<file path="src/rtl/bmc_pkg.sv">
package bmc_pkg;

  typedef enum logic {
    SZ_BYTE = 1'b0,
    SZ_WORD = 1'b1
  } lane_size_e;

  // Physical lane for transfer number k out of 'lanes'
  function automatic int lane_pos(input int k, input int lanes, input logic big_end);
    return big_end ? (lanes - 1 - k) : k;
  endfunction

endpackage

</file>
<file path="src/rtl/bmc_cfg_latch.sv">
module bmc_cfg_latch (
  input  logic             clk,
  input  logic             rst,
  input  logic             be_in,
  input  logic             word_in,
  output logic             be_q,
  output bmc_pkg::lane_size_e size_q
);
  always_ff @(posedge clk) begin
    if (rst) begin
      be_q   <= be_in;
      size_q <= word_in ? bmc_pkg::SZ_WORD : bmc_pkg::SZ_BYTE;
    end
  end
endmodule

</file>
<file path="src/rtl/bmc_unpack.sv">
module bmc_unpack #(
  parameter int LONG_W = 36,
  parameter int NAR_W  = 18
) (
  input  logic              clk,
  input  logic              rst,
  input  logic              big_end,
  input  bmc_pkg::lane_size_e size,
  input  logic [LONG_W-1:0] long_data,
  input  logic              long_valid,
  output logic              long_ready,
  output logic [NAR_W-1:0]  nar_data,
  output logic              nar_valid,
  input  logic              nar_ready
);
  localparam int BYTE_W      = NAR_W / 2;
  localparam int BYTE_LANES  = LONG_W / BYTE_W;
  localparam int WORD_LANES  = LONG_W / NAR_W;
  localparam int CW          = $clog2(BYTE_LANES);

  logic [CW-1:0] cnt;
  logic [CW-1:0] last;
  logic [CW-1:0] phys;
  logic          take;

  assign last = (size == bmc_pkg::SZ_WORD) ? CW'(WORD_LANES - 1) : CW'(BYTE_LANES - 1);
  assign phys = (size == bmc_pkg::SZ_WORD)
              ? CW'(bmc_pkg::lane_pos(int'(cnt), WORD_LANES, big_end))
              : CW'(bmc_pkg::lane_pos(int'(cnt), BYTE_LANES, big_end));

  assign nar_valid  = long_valid;
  assign take       = long_valid && nar_ready;
  assign long_ready = take && (cnt == last);

  always_comb begin
    nar_data = '0;
    if (size == bmc_pkg::SZ_WORD) begin
      for (int i = 0; i < WORD_LANES; i++)
        if (phys == CW'(i)) nar_data = long_data[i*NAR_W +: NAR_W];
    end else begin
      for (int i = 0; i < BYTE_LANES; i++)
        if (phys == CW'(i)) nar_data = {{(NAR_W-BYTE_W){1'b0}}, long_data[i*BYTE_W +: BYTE_W]};
    end
  end

  always_ff @(posedge clk) begin
    if (rst) cnt <= '0;
    else if (take) cnt <= (cnt == last) ? '0 : cnt + 1'b1;
  end
endmodule

</file>
<file path="src/rtl/bmc_pack.sv">
module bmc_pack #(
  parameter int LONG_W = 36,
  parameter int NAR_W  = 18
) (
  input  logic              clk,
  input  logic              rst,
  input  logic              big_end,
  input  bmc_pkg::lane_size_e size,
  input  logic [NAR_W-1:0]  nar_data,
  input  logic              nar_valid,
  output logic              nar_ready,
  output logic [LONG_W-1:0] long_data,
  output logic              long_valid,
  input  logic              long_ready
);
  localparam int BYTE_W      = NAR_W / 2;
  localparam int BYTE_LANES  = LONG_W / BYTE_W;
  localparam int WORD_LANES  = LONG_W / NAR_W;
  localparam int CW          = $clog2(BYTE_LANES);

  logic [CW-1:0] cnt;
  logic [CW-1:0] last;
  logic [CW-1:0] phys;
  logic          take;

  assign last = (size == bmc_pkg::SZ_WORD) ? CW'(WORD_LANES - 1) : CW'(BYTE_LANES - 1);
  assign phys = (size == bmc_pkg::SZ_WORD)
              ? CW'(bmc_pkg::lane_pos(int'(cnt), WORD_LANES, big_end))
              : CW'(bmc_pkg::lane_pos(int'(cnt), BYTE_LANES, big_end));

  assign nar_ready = !long_valid;
  assign take      = nar_valid && nar_ready;

  always_ff @(posedge clk) begin
    if (rst) begin
      cnt        <= '0;
      long_valid <= 1'b0;
      long_data  <= '0;
    end else begin
      if (take) begin
        if (size == bmc_pkg::SZ_WORD) begin
          for (int i = 0; i < WORD_LANES; i++)
            if (phys == CW'(i)) long_data[i*NAR_W +: NAR_W] <= nar_data;
        end else begin
          for (int i = 0; i < BYTE_LANES; i++)
            if (phys == CW'(i)) long_data[i*BYTE_W +: BYTE_W] <= nar_data[BYTE_W-1:0];
        end
        if (cnt == last) long_valid <= 1'b1;
        else             cnt        <= cnt + 1'b1;
      end
      if (long_valid && long_ready) begin
        long_valid <= 1'b0;
        cnt        <= '0;
      end
    end
  end
endmodule

</file>
<file path="src/rtl/bus_match_conv.sv">
module bus_match_conv #(
  parameter int LONG_W = 36,
  parameter int NAR_W  = 18
) (
  input  logic              clk,
  input  logic              rst,
  input  logic              cfg_big_endian,
  input  logic              cfg_word_size,
  input  logic [LONG_W-1:0] up_long_data,
  input  logic              up_long_valid,
  output logic              up_long_ready,
  output logic [NAR_W-1:0]  up_nar_data,
  output logic              up_nar_valid,
  input  logic              up_nar_ready,
  input  logic [NAR_W-1:0]  pk_nar_data,
  input  logic              pk_nar_valid,
  output logic              pk_nar_ready,
  output logic [LONG_W-1:0] pk_long_data,
  output logic              pk_long_valid,
  input  logic              pk_long_ready
);
  logic                be_q;
  bmc_pkg::lane_size_e size_q;

  bmc_cfg_latch u_cfg (
    .clk(clk), .rst(rst), .be_in(cfg_big_endian), .word_in(cfg_word_size),
    .be_q(be_q), .size_q(size_q)
  );

  bmc_unpack #(.LONG_W(LONG_W), .NAR_W(NAR_W)) u_unpack (
    .clk(clk), .rst(rst), .big_end(be_q), .size(size_q),
    .long_data(up_long_data), .long_valid(up_long_valid), .long_ready(up_long_ready),
    .nar_data(up_nar_data), .nar_valid(up_nar_valid), .nar_ready(up_nar_ready)
  );

  bmc_pack #(.LONG_W(LONG_W), .NAR_W(NAR_W)) u_pack (
    .clk(clk), .rst(rst), .big_end(be_q), .size(size_q),
    .nar_data(pk_nar_data), .nar_valid(pk_nar_valid), .nar_ready(pk_nar_ready),
    .long_data(pk_long_data), .long_valid(pk_long_valid), .long_ready(pk_long_ready)
  );
endmodule

</file>
<file path="config.mk">
export PLATFORM = sky130hd
export DESIGN_NAME = bus_match_conv
export DESIGN_NICKNAME = d
export VERILOG_FILES = /design/src/rtl/bmc_pkg.sv /design/src/rtl/bmc_cfg_latch.sv /design/src/rtl/bmc_unpack.sv /design/src/rtl/bmc_pack.sv /design/src/rtl/bus_match_conv.sv
export SDC_FILE = /design/constraint.sdc
export NUM_CORES = 1
export LEC_CHECK = 0
export ABC_AREA = 1
export BUFFER_PORTS_ARGS = -buffer_cell sky130_fd_sc_hd__buf_4
export CORE_ASPECT_RATIO = 1.75
export CORE_MARGIN = 4
export CORE_UTILIZATION = 48
export CTS_CLUSTER_DIAMETER = 200
export DETAILED_ROUTE_END_ITERATION = 10
export PLACE_DENSITY = 0.84
export SETUP_SLACK_MARGIN = 0.2
export SKIP_CTS_REPAIR_TIMING = 1
export SYNTH_ARGS = -nofsm -noshare
export SYNTH_HDL_FRONTEND = slang
export SYNTH_SLANG_ARGS = --single-unit
</file>
<file path="constraint.sdc">
create_clock -name clk -period 2 [get_ports clk]
set_clock_uncertainty 0.2 [all_clocks]
set_input_delay 0.2 -clock clk [delete_from_list [all_inputs] [get_ports clk]]
set_output_delay 0.2 -clock clk [all_outputs]
set_load 0.02 [all_outputs]
</file>
==> impl_metrics.csv, run 1 <==
group,metric,value,unit
power_and_ir_drop,powerDensity,681,nW/um^2
logic_synthesis,synthFlopType,"dfxtp_1",
sta,slew_headroom,0.613,
sta,slew_viol_final,0,
critical_path,critical_path.max_fanout,9,
global_routing,grt_use_total,0.242,
routing,wl_met2,6.05,mm
sta,grt_setup_unrepaired,"yes",
floorplanning,die_area,6990,sq um
logic_synthesis,synthesis.nets,519,
placement,dp_hpwl,6.79,mm
critical_path,arrival,1860,ps
final_layout,final_util,0.827,
logic_synthesis,synth.most_common_cell,"nand2_1",
sta,finalWorstPathRequiredPeriod,2260,ps
clocking,cts-root-buf,"clkbuf_8",
placement,place_congestion,0.922,
sta,hold_ws,-25.3,ps
worst_hold_path,hold_path.class,"in -> reg",
clocking,clock-sinks,43,
outcome,status,"finished with violations",
sta,worst_slack,-261,ps
logic_synthesis,ys_warn_count,0,
sta,worstMarginPinSlew,580,ps
routing,wl_met3,802,um
clocking,cts_max_level,2,
power_and_ir_drop,ir_worst_vdd,343,uV
critical_path,reg2regPathDepth,13,
logic_synthesis,ys_top_cells_by_count,"nand2_1, inv_1, dfxtp_1",
placement,post-place-cells,647,
logic_synthesis,synth_area_leaders,"dfxtp_1, nand2_1, inv_1, a21oi_1, o21ai_0",
routing,post-route-drc-count,1,
logic_synthesis,synth-seq-area-share,0.324,
routing,drtAntennaViolNets,0,
critical_path,rrSetupSlack,-190,ps
flow_run,max_cap_violations,0,
global_routing,grt_pass1_wl,13.7,mm
worst_hold_path,hold_depth,3,
logic_synthesis,ys_ff_latch,43,
placement,placedInstanceArea,3850,sq um
final_layout,drive_gt1_frac,0.411,
critical_path,cp.required,1600,ps
sta,finalSetupViolations,43,
routing,via_per_inst,5.49,
routing,wl_per_cell,16.3,um
clocking,clk_latency,290,ps
final_layout,antenna-diode-count,0,
outcome,violations,"DRC, hold timing, setup timing",
routing,dr.pass1.iters,11,
logic_synthesis,ys_types,25,
clocking,cts_tree,"done",
global_routing,antenna_found_initial,0,
critical_path,crit_type,"reg -> out",
logic_synthesis,avgSynthCellArea,5.96,sq um
sta,setup_tns,-6660,ps
floorplanning,die_h,108,um
routing,vias,3752,
routing,top_layer_used,"met4",
final_layout,area_delta_synth_final,68.2,%
logic_synthesis,netlist_area,2720,sq um
routing,wirelength,11.2,mm
placement,io_buffers,119,
routing,drtIter0Drc,326,
clocking,clockBufferDepth,2,
sta,hold_violations,4,
power_and_ir_drop,leakage,2.32,nW
logic_synthesis,synth_edf_count,2,
clocking,cts_buffers,5,
logic_synthesis,synthCells,457,
power_and_ir_drop,total_power,0.00312,W
floorplanning,start_util,0.491,
final_layout,postLayoutCellArea,4580,sq um
critical_path,end_kind,"output port",
final_layout,fin_nets,670,
logic_synthesis,synthArstFlopShare,0,
global_routing,grt_pass1_vias,3298,
routing,drt-met1-wl,3.58,mm
sta,finalCritPeriodShare,1.13,
final_layout,final_cells,684,
global_routing,grt_max_degree,26,
logic_synthesis,netlist.area_leader.share,0.301,
floorplanning,io-pin-count,120,
floorplanning,rows,36,
sta,fmax,442,MHz
floorplanning,chipWidth,64.9,um
floorplanning,design.core.area,5540,sq um
clocking,cts.clk_slew.worst_paths,80,ps
critical_path,critPathLaunchType,"flop",
logic_synthesis,synth_top_area_cell,"dfxtp_1",
global_routing,grt_overflow,0,
[critical path, cell delays in order (launching register included)]
cell      delay, ps
edfxtp_1        460
inv_2            80
nand2_2          90
nand2_2          60
nand2_2          80
nand2_4          90
nor2_4          160
buf_12          160
nand2_1          70
nand3_1          80
nand2_1          70
nand2_2          50
buf_4           130
[path summary, 6_finish.rpt]
check                                    startpoint                   end
worst max-delay path                   u_cfg.size_q        up_nar_data[7]
worst min-delay path                 pk_nar_data[5]   u_pack.long_data[5]
worst max register to register         u_cfg.size_q  u_pack.long_data[28]
worst min register to register  u_pack.long_data[8]   u_pack.long_data[8]
[where the power goes]
| part | switching [W] | leakage, nW | total, W | internal (W) |
|---|---|---|---|---|
| logic | 0.000884 | 1.91 | 0.00155 | 0.000670 |
| clock network | 0.000281 | 0.0470 | 0.000552 | 0.000271 |
| registers | 0.0000613 | 0.357 | 0.00101 | 0.000951 |
[metrics by stage]
stage	setup slack (ps)	hold WS, ps
floorplan	191	98.9
global placement	27.5	181
detailed placement	12.2	182
CTS	-313	-115
global route	-349	-4.43
finish	-261	-25.3
[cells in the final DEF (no fill, tap or decap), types with 3 or more instances in the layout]
cell type | Yosys | routed
buf_6 | 2 | 20
o21ai_1 | 11 | 16
inv_2 | 4 | 6
nand4_1 | 18 | 18
a21oi_4 | 0 | 4
dlygate4sd3_1 | 0 | 6
nand2_4 | 1 | 8
nand3_1 | 22 | 16
a21oi_2 | 0 | 14
nand3_4 | 2 | 5
nor2_1 | 31 | 29
o21ai_2 | 1 | 4
nand2_1 | 160 | 127
clkbuf_16 | 0 | 3
buf_12 | 0 | 5
nor2_4 | 2 | 3
clkbuf_8 | 0 | 6
nand3_2 | 1 | 6
buf_4 | 5 | 127
inv_1 | 73 | 70
dfxtp_1 | 41 | 41
nand2_2 | 5 | 31
o21ai_0 | 26 | 17
a21oi_1 | 32 | 14
[routing by layer]
layer,vias to the layer above,global-route usage
li1,1734,-
met1,1714,0.223
met2,235,0.480
met3,69,0.0449
met4,0,0.126
met5,-,0
[logic make-up after synthesis]
| logic type | count (synthesis) | synth area share |
|---|---|---|
| AO/OA/AOI/OAI | 72 | 0.135 |
| flip-flops | 43 | 0.324 |
| AND/OR/NAND/NOR | 243 | 0.390 |
| buffers and inverters | 99 | 0.151 |
[registers in the layout (all words and copies together) (netlist names)]
| register | flops |
|---|---|
| u_cfg.size_q | 1 |
| u_unpack.cnt | 2 |
| u_pack.cnt | 2 |
| u_pack.long_data | 36 |
| u_cfg.be_q | 1 |
| u_pack.long_valid | 1 |
[final cells by class]
type / instances / area, sq um
Inverter: 77 / 292
Clock inverter: 1 / 5.00
Multi-Input combinational cell: 319 / 1800
Timing Repair Buffer: 162 / 1430
Tap cell: 76 / 95.1
Sequential cell: 43 / 881
Fill cell: 335 / 960
Clock buffer: 6 / 82.6
No activity file was read; power rests on OpenSTA's default activity.
==> inputs of run 2 (changes only) <==
--- a/config.mk
+++ b/config.mk
@@ -9,10 +9,10 @@
 export BUFFER_PORTS_ARGS = -buffer_cell sky130_fd_sc_hd__buf_4
 export CORE_ASPECT_RATIO = 1.75
 export CORE_MARGIN = 4
-export CORE_UTILIZATION = 48
+export CORE_UTILIZATION = 51
 export CTS_CLUSTER_DIAMETER = 200
 export DETAILED_ROUTE_END_ITERATION = 10
-export PLACE_DENSITY = 0.84
+export PLACE_DENSITY = 0.88
 export SETUP_SLACK_MARGIN = 0.2
 export SKIP_CTS_REPAIR_TIMING = 1
 export SYNTH_ARGS = -nofsm -noshare
==> constraint.sdc (replaced) <==
create_clock -name clk -period 2.7 [get_ports clk]
set_clock_uncertainty 0.2 [all_clocks]
set_input_delay 0.27 -clock clk [delete_from_list [all_inputs] [get_ports clk]]
set_output_delay 0.27 -clock clk [all_outputs]
set_load 0.02 [all_outputs]
==> run 2 against run 1 <==
Effect of this change: the flow now finishes without violations; flip-flop and latch count stayed put; count of clock-buffer cells in the layout is the same; design area fell by 17%; sequential power is 26% lower; combinational power shrank 45%; cell count is 8.0% lower; setup slack gained 570 ps; critical endpoint is now up_nar_data[8]; largest cell class unchanged.
==> impl_metrics.csv, run 2 (synthesized netlist as in run 1, its figures left out) <==
group,metric,value,unit
clocking,cts-root-buf,"clkbuf_8",
final_layout,seq_area,881,sq um
floorplanning,die_area,6620,sq um
global_routing,grt_pass1_vias,3049,
routing,wl_per_cell,12.9,um
clocking,cts_max_level,2,
final_layout,final_cells,629,
clocking,cts.clk_slew.worst_paths,70,ps
power_and_ir_drop,powerDensity,524,nW/um^2
outcome,status,"complete, no violations",
sta,setup_tns,0,ps
clocking,cts_tree,"done",
critical_path,critPathLaunchType,"flop",
global_routing,grt_overflow,0,
sta,slew_headroom,0.590,
placement,place_congestion,0.921,
floorplanning,chipWidth,63.2,um
power_and_ir_drop,ir_worst_vdd,273,uV
floorplanning,io-pin-count,120,
final_layout,final_util,0.727,
final_layout,multi_input_area,1450,sq um
power_and_ir_drop,clkPwrFrac,0.200,
sta,finalCritPeriodShare,0.884,
routing,dr.pass1.iters,6,
routing,drtIter0Drc,188,
critical_path,cp_slowest_cell,"edfxtp_1",
final_layout,final.fill_count,439,
final_layout,fin_nets,636,
final_layout,area_delta_synth_final,39.2,%
flow_run,max_cap_violations,0,
critical_path,crit_type,"reg -> out",
floorplanning,die_h,105,um
final_layout,postLayoutCellArea,3790,sq um
final_layout,reg_top3,"u_pack.long_data x36, u_pack.cnt x2, u_unpack.cnt x2",
floorplanning,rows,35,
routing,wirelength,8.11,mm
floorplanning,start_util,0.522,
power_and_ir_drop,leakage,2.06,nW
final_layout,antenna-diode-count,0,
routing,via_per_inst,5.17,
sta,grt_setup_unrepaired,"no",
power_and_ir_drop,p_switching,0.000738,W
final_layout,final_cell_mix,"nand2_1, buf_4, inv_1",
final_layout,drive_gt1_frac,0.268,
clocking,clock-sinks,43,
clocking,clockBufferDepth,2,
sta,finalWorstPathRequiredPeriod,2390,ps
global_routing,grt_pass1_wl,13.0,mm
placement,placedInstanceArea,3600,sq um
clocking,clk_latency,290,ps
sta,hold_ws,17.7,ps
sta,slew_viol_final,0,
final_layout,top_register,"u_pack.long_data",
power_and_ir_drop,switching_share,0.372,
critical_path,critical_path.max_fanout,17,
placement,io_buffers,119,
sta,finalSetupViolations,0,
critical_path,cp_common_cell,"nand2_1",
critical_path,path_cells,"buf_4, nand2_1, nand2_4, nor2_4, buf_12, nand2_1, nand2_1, nand2_1, nand2_1, buf_4",
power_and_ir_drop,combPwrFrac,0.426,
floorplanning,design.core.area,5210,sq um
critical_path,end_kind,"output port",
critical_path,arrival,1920,ps
sta,fmax,419,MHz
placement,dp_hpwl,6.37,mm
worst_hold_path,hold_path.class,"in -> reg",
clocking,cts_buffers,5,
global_routing,grt_use_total,0.241,
sta,worstMarginPinSlew,616,ps
critical_path,critical-path-max-stage-delay,460,ps
sta,hold_violations,0,
power_and_ir_drop,seq_power_share,0.374,
final_layout,layout_commonest_cell,"nand2_1",
final_layout,largest_register_ffs,36,
routing,vias,3249,
global_routing,grt_max_degree,42,
global_routing,antenna_found_initial,0,
critical_path,cp.required,2230,ps
placement,post-place-cells,614,
routing,drtAntennaViolNets,0,
power_and_ir_drop,internal-power,0.00125,W
routing,post-route-drc-count,0,
==> run 2: cell type report <==
class	instances	area share
Clock buffer	6	0.0218
Sequential cell	43	0.232
Timing Repair Buffer	131	0.268
Inverter	77	0.0769
Clock inverter	1	0.00132
Tap cell	55	0.0182
Multi-Input combinational cell	316	0.382
==> run 2: path summary, 6_finish.rpt <==
path | startpoint | depth (start not counted) | slack [ps] | end
max | u_cfg.be_q | 10 | 310 | up_nar_data[8]
max reg2reg | u_cfg.size_q | 10 | 540 | u_pack.long_data[35]
min | rst | 1 | 20 | u_cfg.size_q
min reg2reg | u_pack.long_data[5] | 2 | 250 | u_pack.long_data[5]
==> run 2: power groups by stage <==
stage,clock network [W],logic (W),registers [W]
global placement,0,0.000793,0.000756
global route,0.000432,0.000930,0.000751
detailed placement,0,0.000805,0.000758
CTS,0.000413,0.000809,0.000743
finish,0.000396,0.000846,0.000743
floorplan,0,0.000446,0.000824
==> run 2: critical path, delay by kind of cell, from the launching register on <==
family | cells | cell delay [ps]
simple gates | 7 | 680
buf+inv | 3 | 480
flops | 1 | 460
==> run 2: per-layer routing <==
layer	vias up	routed length [um]	global-route usage
met1	1420	2740	0.220
met4	0	331	0.150
met5	-	0	0
met2	150	4470	0.469
li1	1651	-	-
met3	28	562	0.0441
==> run 2: per-stage QoR <==
| step | total power (W) | setup slack (ps) |
|---|---|---|
| 6_report | 0.00199 | 312 |
| 3_5_place_dp | 0.00156 | 448 |
| 4_1_cts | 0.00197 | 120 |
| 2_1_floorplan | 0.00127 | 707 |
| 5_1_grt | 0.00211 | 178 |
| 3_3_place_gp | 0.00155 | 466 |
==> inputs of run 3 (changes only) <==
--- a/config.mk
+++ b/config.mk
@@ -7,9 +7,11 @@
 export LEC_CHECK = 0
 export ABC_AREA = 1
 export BUFFER_PORTS_ARGS = -buffer_cell sky130_fd_sc_hd__buf_4
+export CELL_PAD_IN_SITES_DETAIL_PLACEMENT = 0
+export CELL_PAD_IN_SITES_GLOBAL_PLACEMENT = 1
 export CORE_ASPECT_RATIO = 1.75
 export CORE_MARGIN = 4
-export CORE_UTILIZATION = 51
+export CORE_UTILIZATION = 33
 export CTS_CLUSTER_DIAMETER = 200
 export DETAILED_ROUTE_END_ITERATION = 10
 export PLACE_DENSITY = 0.88
==> run 3 against run 2 <==
Effect of this change: critical path depth unchanged; via count fell by 2.2%; sequential power hardly changed; utilization decreased by 24 points; global-route usage fell by 6.8 points; design area grew 3.4%; first-iteration DRC count is 1.1% higher; critical endpoint is now up_nar_data[1]; largest power group unchanged.
==> impl_metrics.csv, run 3 (synthesized netlist as in run 1, its figures left out) <==
group,metric,value,unit
final_layout,reg_top3,"u_pack.long_data x36, u_pack.cnt x2, u_unpack.cnt x2",
final_layout,largest_register_ffs,36,
critical_path,critPathTopFamily,"simple AND/OR/NAND/NOR gates",
sta,grt_setup_unrepaired,"no",
sta,setup_tns,0,ps
outcome,status,"complete, no violations",
final_layout,top_register,"u_pack.long_data",
critical_path,r2r_start,"u_cfg.size_q",
routing,wl_per_cell,13.0,um
power_and_ir_drop,powerDensity,556,nW/um^2
sta,slew_viol_final,0,
placement,dp_hpwl,6.62,mm
global_routing,grt_pass1_vias,3171,
critical_path,end_kind,"output port",
final_layout,drive_gt1_frac,0.277,
final_layout,final.fill_count,839,
floorplanning,die_h,128,um
routing,via_per_inst,4.76,
final_layout,antenna-diode-count,0,
sta,fmax,420,MHz
global_routing,grt_pass1_wl,13.9,mm
critical_path,critical-path-max-stage-delay,490,ps
critical_path,arrival,1910,ps
final_layout,area_delta_synth_final,43.8,%
placement,place_congestion,0.815,
routing,drtIter0Drc,190,
floorplanning,die_area,9820,sq um
floorplanning,rows,43,
critical_path,cp_slowest_cell,"edfxtp_1",
global_routing,grt_use_total,0.173,
floorplanning,io-pin-count,120,
final_layout,layout_commonest_cell,"nand2_1",
clocking,cts_tree,"done",
final_layout,final_cell_mix,"nand2_1, buf_4, inv_1",
placement,post-place-ws,370,ps
routing,vias,3179,
sta,finalWorstPathRequiredPeriod,2380,ps
routing,drtAntennaViolNets,0,
sta,finalCritPeriodShare,0.881,
clocking,cts_max_level,2,
final_layout,multi_input_area,1460,sq um
sta,finalSetupViolations,0,
critical_path,critical_path.max_fanout,12,
sta,hold_violations,0,
critical_path,critPathBufInv,3,
sta,worst_slack,320,ps
power_and_ir_drop,ir_worst_vdd,258,uV
worst_hold_path,hold_depth,1,
worst_hold_path,min_to,"u_cfg.size_q",
routing,dr.pass1.iters,4,
clocking,cts_buffers,5,
worst_hold_path,hold_path.class,"in -> reg",
critical_path,cp.required,2230,ps
clocking,clockBufferDepth,2,
clocking,cts-root-buf,"clkbuf_16",
routing,wirelength,8.66,mm
sta,slew_headroom,0.554,
floorplanning,design.core.area,7960,sq um
critical_path,crit_type,"reg -> out",
clocking,cts.clk_slew.worst_paths,60,ps
floorplanning,chipWidth,76.7,um
clocking,clk_latency,280,ps
power_and_ir_drop,leakage,2.11,nW
sta,worstMarginPinSlew,668,ps
floorplanning,start_util,0.342,
final_layout,fin_nets,639,
final_layout,seq_area,881,sq um
flow_run,max_cap_violations,0,
global_routing,grt_max_degree,42,
global_routing,grt_overflow,0,
critical_path,rrSetupSlack,530,ps
clocking,clock-sinks,43,
critical_path,path_cells,"inv_2, nand2_1, nand2_4, buf_4, nor2_4, nand2_1, nand2_1, nand2_1, nand2_1, buf_4",
critical_path,reg2regPathDepth,10,
critical_path,critPathLaunchType,"flop",
routing,post-route-drc-count,0,
global_routing,antenna_found_initial,0,
placement,io_buffers,119,
critical_path,reg2reg_to,"u_pack.long_data[27]",
critical_path,cp_common_cell,"nand2_1",
worst_hold_path,min_from,"rst",
## run 3: cell count changes in the layout (fill, tap and decap cells not counted)
cell / before / now
clkinv_2: 1 / 3
nand2_4: 2 / 3
nand2_1: 160 / 158
clkbuf_16: 0 / 5
clkbuf_8: 6 / 0
buf_4: 127 / 129
nand2_2: 4 / 6
## run 3: cell type report
class,count,share of cell area
clock buffer,5,0.0319
clock inverter,3,0.00383
inverter,77,0.0744
tap,90,0.0288
sequential,43,0.225
multi-input combinational,317,0.373
timing repair buffer,133,0.263
## run 3: through the flow
stage,hold WS (ps),std cells,area [sq um],utilization,total power (W)
global placement,233,649,3640,0.458,0.00157
global route,16.5,668,3920,0.492,0.00233
detailed placement,238,649,3640,0.458,0.00157
finish,15.8,668,3920,0.492,0.00218
floorplan,169,457,2720,-,0.00127
CTS,-44.9,657,3780,0.475,0.00216
## run 3: worst max path at each step
stage | slack (ps) | end | cells past startpoint | from
5_1_grt | 150 | up_nar_data[4] | 11 | u_cfg.be_q
6_report | 320 | up_nar_data[1] | 10 | u_cfg.be_q
2_1_floorplan | 710 | up_nar_data[10] | 8 | u_cfg.be_q
3_3_place_gp | 380 | up_nar_data[16] | 9 | u_cfg.size_q
4_1_cts | 50 | up_nar_data[16] | 9 | u_cfg.size_q
3_5_place_dp | 370 | up_nar_data[16] | 9 | u_cfg.size_q
## run 3: power by group
group          total, W  switching (W)  internal, W  leakage (nW)
Clock          0.000577       0.000240     0.000337        0.0733
Sequential     0.000746      0.0000406     0.000706         0.357
Combinational  0.000853       0.000504     0.000349          1.68
## run 3: routing by layer
layer | global-route usage | vias up | wire length (um)
li1 | - | 1658 | -
met3 | 0.0408 | 23 | 596
met4 | 0.105 | 0 | 332
met5 | 0 | - | 0
met2 | 0.329 | 133 | 4620
met1 | 0.165 | 1365 | 3110
